$ cat src/rtl/clksel_pkg.sv
package clksel_pkg;
  localparam int FIELD_W = 5;
  localparam int SRC_W   = 3;
  localparam int DCODE_W = 2;
  localparam int DIV_W   = 3;
  localparam int CNT_W   = 2;

  // Non-monotonic ratio table; slot 2 differs by variant.
  function automatic logic [DIV_W-1:0] div_of(input logic [DCODE_W-1:0] code,
                                              input bit ext);
    case (code)
      2'd0:    div_of = 3'd1;
      2'd1:    div_of = 3'd4;
      2'd2:    div_of = ext ? 3'd3 : 3'd1;
      default: div_of = 3'd2;
    endcase
  endfunction
endpackage

$ cat src/rtl/clksel_src_mux.sv
module clksel_src_mux #(
  parameter int NUM_GEN = 6
) (
  input  logic [clksel_pkg::SRC_W-1:0] src,
  input  logic                         aux,
  input  logic [NUM_GEN-1:0]           gen,
  output logic                         pulse
);
  always_comb begin
    pulse = 1'b0;
    if (src == 3'd1) begin
      pulse = aux;
    end else if (src >= 3'd2) begin
      for (int k = 0; k < NUM_GEN; k++) begin
        if (int'(src) - 2 == k) pulse = gen[k];
      end
    end
  end
endmodule

$ cat src/rtl/clksel_div.sv
module clksel_div #(
  parameter bit EXTENDED = 1'b0
) (
  input  logic                           clk,
  input  logic                           rst,
  input  logic                           restart,
  input  logic [clksel_pkg::DCODE_W-1:0] dcode,
  input  logic                           pulse,
  output logic                           out_q
);
  import clksel_pkg::*;

  logic [CNT_W-1:0] cnt_q;
  logic [DIV_W-1:0] div_w;
  logic             last_w;

  assign div_w  = div_of(dcode, EXTENDED);
  assign last_w = ({1'b0, cnt_q} == div_w - 3'd1);

  always_ff @(posedge clk) begin
    if (rst || restart) begin
      cnt_q <= '0;
      out_q <= 1'b0;
    end else if (pulse) begin
      out_q <= last_w;
      cnt_q <= last_w ? '0 : cnt_q + 1'b1;
    end else begin
      out_q <= 1'b0;
    end
  end

  assert_cnt_bound_R6: assert property (@(posedge clk) disable iff (rst)
    ({1'b0, cnt_q} < div_w));
  assert_no_pulse_low_R6: assert property (@(posedge clk) disable iff (rst)
    !pulse |=> !out_q);
  assert_restart_low_R7: assert property (@(posedge clk) disable iff (rst)
    restart |=> (!out_q && cnt_q == '0));
endmodule

$ cat src/rtl/clksel_chan.sv
module clksel_chan #(
  parameter int NUM_GEN  = 6,
  parameter bit EXTENDED = 1'b0
) (
  input  logic                           clk,
  input  logic                           rst,
  input  logic                           wr,
  input  logic [clksel_pkg::FIELD_W-1:0] field_cur,
  input  logic [clksel_pkg::FIELD_W-1:0] field_new,
  input  logic                           aux,
  input  logic [NUM_GEN-1:0]             gen,
  output logic                           out
);
  import clksel_pkg::*;

  logic             pulse;
  logic             restart;
  logic [SRC_W-1:0] src;

  assign src     = field_cur[FIELD_W-1:DCODE_W];
  assign restart = wr && (field_new != field_cur);

  clksel_src_mux #(.NUM_GEN(NUM_GEN)) u_mux (
    .src(src), .aux(aux), .gen(gen), .pulse(pulse)
  );

  clksel_div #(.EXTENDED(EXTENDED)) u_div (
    .clk(clk), .rst(rst), .restart(restart),
    .dcode(field_cur[DCODE_W-1:0]), .pulse(pulse), .out_q(out)
  );

  assert_off_low_R2: assert property (@(posedge clk) disable iff (rst)
    (src == '0) |=> !out);
endmodule

$ cat src/rtl/clksel_array.sv
module clksel_array #(
  parameter int NUM_CONS = 6,
  parameter int NUM_GEN  = 6,
  parameter int REG_W    = 32,
  parameter bit EXTENDED = 1'b0
) (
  input  logic                clk,
  input  logic                rst,
  input  logic                cfg_we,
  input  logic [REG_W-1:0]    cfg_wdata,
  output logic [REG_W-1:0]    cfg_rdata,
  input  logic                aux_stb,
  input  logic [NUM_GEN-1:0]  gen_stb,
  output logic [NUM_CONS-1:0] out_stb
);
  import clksel_pkg::*;
  localparam int CFG_W = NUM_CONS * FIELD_W;

  logic [CFG_W-1:0] cfg_q;

  always_ff @(posedge clk) begin
    if (rst)         cfg_q <= '0;
    else if (cfg_we) cfg_q <= cfg_wdata[CFG_W-1:0];
  end

  assign cfg_rdata = REG_W'(cfg_q);

  for (genvar i = 0; i < NUM_CONS; i++) begin : g_cons
    clksel_chan #(.NUM_GEN(NUM_GEN), .EXTENDED(EXTENDED)) u_chan (
      .clk(clk), .rst(rst), .wr(cfg_we),
      .field_cur(cfg_q[i*FIELD_W +: FIELD_W]),
      .field_new(cfg_wdata[i*FIELD_W +: FIELD_W]),
      .aux(aux_stb), .gen(gen_stb), .out(out_stb[i])
    );
  end

  assert_rdata_R1: assert property (@(posedge clk) disable iff (rst)
    cfg_we |=> (cfg_rdata == REG_W'($past(cfg_wdata[CFG_W-1:0]))));
  assert_reset_R9: assert property (@(posedge clk)
    rst |=> (cfg_rdata == '0 && out_stb == '0));
endmodule

$ cat config.mk
export PLATFORM = sky130hd
export DESIGN_NAME = clksel_array
export DESIGN_NICKNAME = d
export VERILOG_FILES = /design/src/rtl/clksel_pkg.sv /design/src/rtl/clksel_src_mux.sv /design/src/rtl/clksel_div.sv /design/src/rtl/clksel_chan.sv /design/src/rtl/clksel_array.sv
export SDC_FILE = /design/constraint.sdc
export NUM_CORES = 1
export LEC_CHECK = 0
export ABC_AREA = 1
export ABC_CLOCK_PERIOD_IN_PS = 3350
export CORE_ASPECT_RATIO = 2
export CORE_MARGIN = 10
export CORE_UTILIZATION = 47
export CTS_BUF_LIST = sky130_fd_sc_hd__clkbuf_4
export DETAILED_ROUTE_END_ITERATION = 16
export PLACE_DENSITY = 0.74
export RECOVER_POWER = 50
export SLEW_MARGIN = 20
export SYNTH_ARGS = -nofsm -noshare
export SYNTH_HDL_FRONTEND = slang
export SYNTH_HIERARCHICAL = 1
export SYNTH_SLANG_ARGS = --single-unit
$ cat constraint.sdc
create_clock -name clk -period 3.35 [get_ports clk]
set_input_delay 0.67 -clock clk [delete_from_list [all_inputs] [get_ports clk]]
set_output_delay 0.67 -clock clk [all_outputs]
set_load 0.01 [all_outputs]
==> results.txt <==
----------------------------------------------------
[Die]
  Chip Width ... 85.42 um
  Area of the die ... between 10000 and 15000 um^2
  Die span in y ... 150.8 um
  Initial Utilization ... 48.51%
  Core Region ... 8292 um^2
  Count of pins on the block boundary ... 80
  Num rows ... 47

[Route]
  Number of DRC markers in iteration 0 ... 174
  Vias per Instance ... 4.704
  DRC violation count after routing ... 0
  Number of detailed-routing iterations run before antenna repair ... 5
  Final antenna-violating net count ... 0
  Mean routed wirelength per cell ... 11.06 um
  Total length of routed wires ... 9.803 mm
  Number of vias after detailed routing ... 4168

[Timing]
  Unrepaired setup endpoints after global routing ... no
  Number of hold-slack violations in the final timing report ... 0
  Final setup violating endpoints ... 0
  Setup TNS ... 0 ns
  Transition time at the pin with the least slew margin ... roughly 1.1 ns
  Post-route clock skew ... 0.009791 ns
  Worst slew margin ... 29.08%
  Crit path time final ... about 2.3 ns
  Maximum operating frequency ... 432.9 MHz
  Max Slew Vio Count ... 0
  Share of the cycle needed by the critical path after routing ... approximately 70%

[Synthesis]
  Fraction of registers with async set or reset after synthesis ... 0%
  Number of flops mapped to enable cells by yosys ... 0
  Count of yosys warnings during synthesis ... 6
  Share of synthesized area occupied by flip-flops and latches ... 23.89%
  Leading register cell type out of synthesis ... dfxtp_1
  Synthesized flop and latch total ... 48
  Syn Area/Cell ... 5.571 um^2
  Cells taking the most area after synthesis ... dfxtp_1, nand2_1, inv_1, nor2_1, nand3_1
  Most frequent cell after synthesis ... nand2_1
  Portion of synthesized cell area occupied by the leading cell type ... 23.89%
  Cell type with the largest total area after synthesis ... dfxtp_1
  Synthesized instance count ... 722
  Post-Syn Area ... around 4000 um^2
  Distinct cell type count of the synthesized netlist ... 19
  Leading cell types by count after synthesis ... nand2_1, inv_1, nor2_1, nand3_1, dfxtp_1

[Final layout]
  Net count, final ... 843
  Growth of design area from synthesis to finish ... 18.20%
  Fraction of final layout cells sized beyond drive strength 1 ... under 10%
  Number of filler instances in the final layout ... 848
  Number of standard cells in the layout, taps in and fillers out ... roughly 890

[Hold path]
  Class of the worst hold path ... flip-flop to flip-flop

[Placed design]
  Placed Instances ... 880
  Buffers added on ports ... 75
  Sum of net half-perimeters after detailed placement ... approximately 7.6 mm
  Weighted congestion at the end of routability-driven global placement ... 0.7915

[CTS]
  Clk_lat worst skew ... 0.37 ns
  Buffer type at the clock tree root ... clkbuf_4
  Clock-pin slew on the worst setup and hold paths ... 0.13 ns
  Clock buffers created by TritonCTS ... 5
  Buffers inserted during post-CTS setup optimization ... 0
  Clock buffer depth ... 2
  Hold buffers post-CTS ... 0
  CTS tree ... done
  Resized Gates After CTS ... 0
  Clk sinks ... 48
  H-tree levels ... 2

[Worst setup path]
  Arr. time, crit path ... ~2.6 ns
  Worst Path Max Fanout ... 30
  Critical path launch point type ... input pin
  Critical Path Sink Type ... flip-flop
  Worst endpoint required time ... ~3.6 ns
  Worst setup path category ... input pin to flip-flop

[Global route]
  First-pass GRT wire length ... between 15 and 20 mm
  Number of global-route vias before repair ... between 4000 and 5000
  Largest net degree at the start of global routing ... 39
  Remaining global-route overflow ... 0
  Total routing resource utilization after global routing ... 15.18%
  Number of antenna violations at the first check in global routing ... 1

[Power and ir drop]
  Largest voltage drop on the vdd net ... 0.0002155 V
  Power density of the placed cells ... 281.0 nW/um^2
  Leakage power summed over all cells ... 2.638 nW

[Job]
  Number of max-cap violations ... 0

[Run status]
  Run status ... finished clean

----------------------------------------------------
## path summary, 6_finish.rpt
| check | start | endpoint | slack, ns | depth (start not counted) |
|---|---|---|---|---|
| setup / recovery | rst | cfg_q[27] | 1.04 | 5 |
| hold / removal | g_cons[3].u_chan/u_div/cnt_q[0] | g_cons[3].u_chan/u_div/cnt_q[0] | 0.53 | 2 |
| setup reg to reg | cfg_q[28] | g_cons[5].u_chan/u_div/cnt_q[1] | 1.27 | 14 |
| hold reg to reg | g_cons[3].u_chan/u_div/cnt_q[0] | g_cons[3].u_chan/u_div/cnt_q[0] | 0.53 | 2 |
## cell type report
| cell class | count | area, um^2 | area share (%) |
|---|---|---|---|
| antenna | 1 | 2.502 | 0.05263 |
| clock buffer | 5 | 37.54 | 0.7895 |
| inverter | 181 | 679.4 | 14.29 |
| multi-input combinational | 476 | 2182 | 45.89 |
| sequential | 48 | 960.9 | 20.21 |
| tap | 98 | 122.6 | 2.579 |
| timing repair buffer | 77 | 769.5 | 16.18 |
## layout by cell type (no fill, tap or decap), types with 2 or more instances in the layout
master / netlist / routed
ha_1: 12 / 12
o21ai_1: 18 / 17
nand3_2: 6 / 6
nand2_1: 234 / 234
clkbuf_4: 0 / 5
clkdlybuf4s50_1: 0 / 66
conb_1: 1 / 2
xnor2_1: 6 / 6
nand4_1: 6 / 6
o211ai_1: 6 / 6
a21oi_1: 6 / 6
inv_1: 151 / 162
nor2_2: 22 / 22
inv_2: 30 / 19
dfxtp_1: 48 / 48
dlygate4sd3_1: 0 / 8
nor2_1: 98 / 98
nor3_2: 6 / 5
nand3_1: 54 / 54
## through the flow
stage / hold WS [ns] / setup slack, ns / instance area, um^2 / utilization, % / power, mW
floorplan: 0.4791 / 1.651 / 4026 / - / 0.9513
global placement: 0.4898 / 0.9722 / 4723 / 56.96 / 1.090
detailed placement: 0.5053 / 0.9299 / 4723 / 56.96 / 1.106
CTS: 0.5269 / 1.019 / 4761 / 57.42 / 1.367
global route: 0.5577 / 0.9018 / 4755 / 57.34 / 1.439
finish: 0.5279 / 1.040 / 4755 / 57.34 / 1.336
## routing by layer
metal  up-vias  wire length, um  GRT usage (%)
met4         0              232          6.374
met1      1837             3749          13.81
li1       2229                -              -
met2        87             5273          30.08
met3        15              548          3.927
met5         -                0              0
## critical path, stage by stage
cell and delay, ns:
dlygate4sd3_1 0.52, clkbuf_1 0.45, inv_1 0.64, nand2_1 0.26
nor2_2 0.04
## state kept, by name (all words and copies together), names as in the netlist
register and cells:
g_cons.u_chan/u_div/cnt_q 12, g_cons.u_chan/u_div/out_q 6, cfg_q 30
## report_power, final
| group | switching, mW | internal (mW) |
|---|---|---|
| Sequential | 0.0596 | 0.599 |
| Combinational | 0.230 | 0.196 |
| Clock | 0.180 | 0.0706 |
## cell families (layout without fill, tap and decap cells)
family / after synthesis / in the layout / synth area share (%)
buf+inv: 199 / 263 / 21.84
simple gates: 426 / 426 / 45.04
fa+ha+maj: 12 / 12 / 3.732
other cells: 1 / 3 / 0.09322
xor+xnor: 6 / 6 / 1.306
flops: 48 / 48 / 23.89
compound gates: 30 / 30 / 4.106
Note: power is estimated with default switching activity, not from simulation.
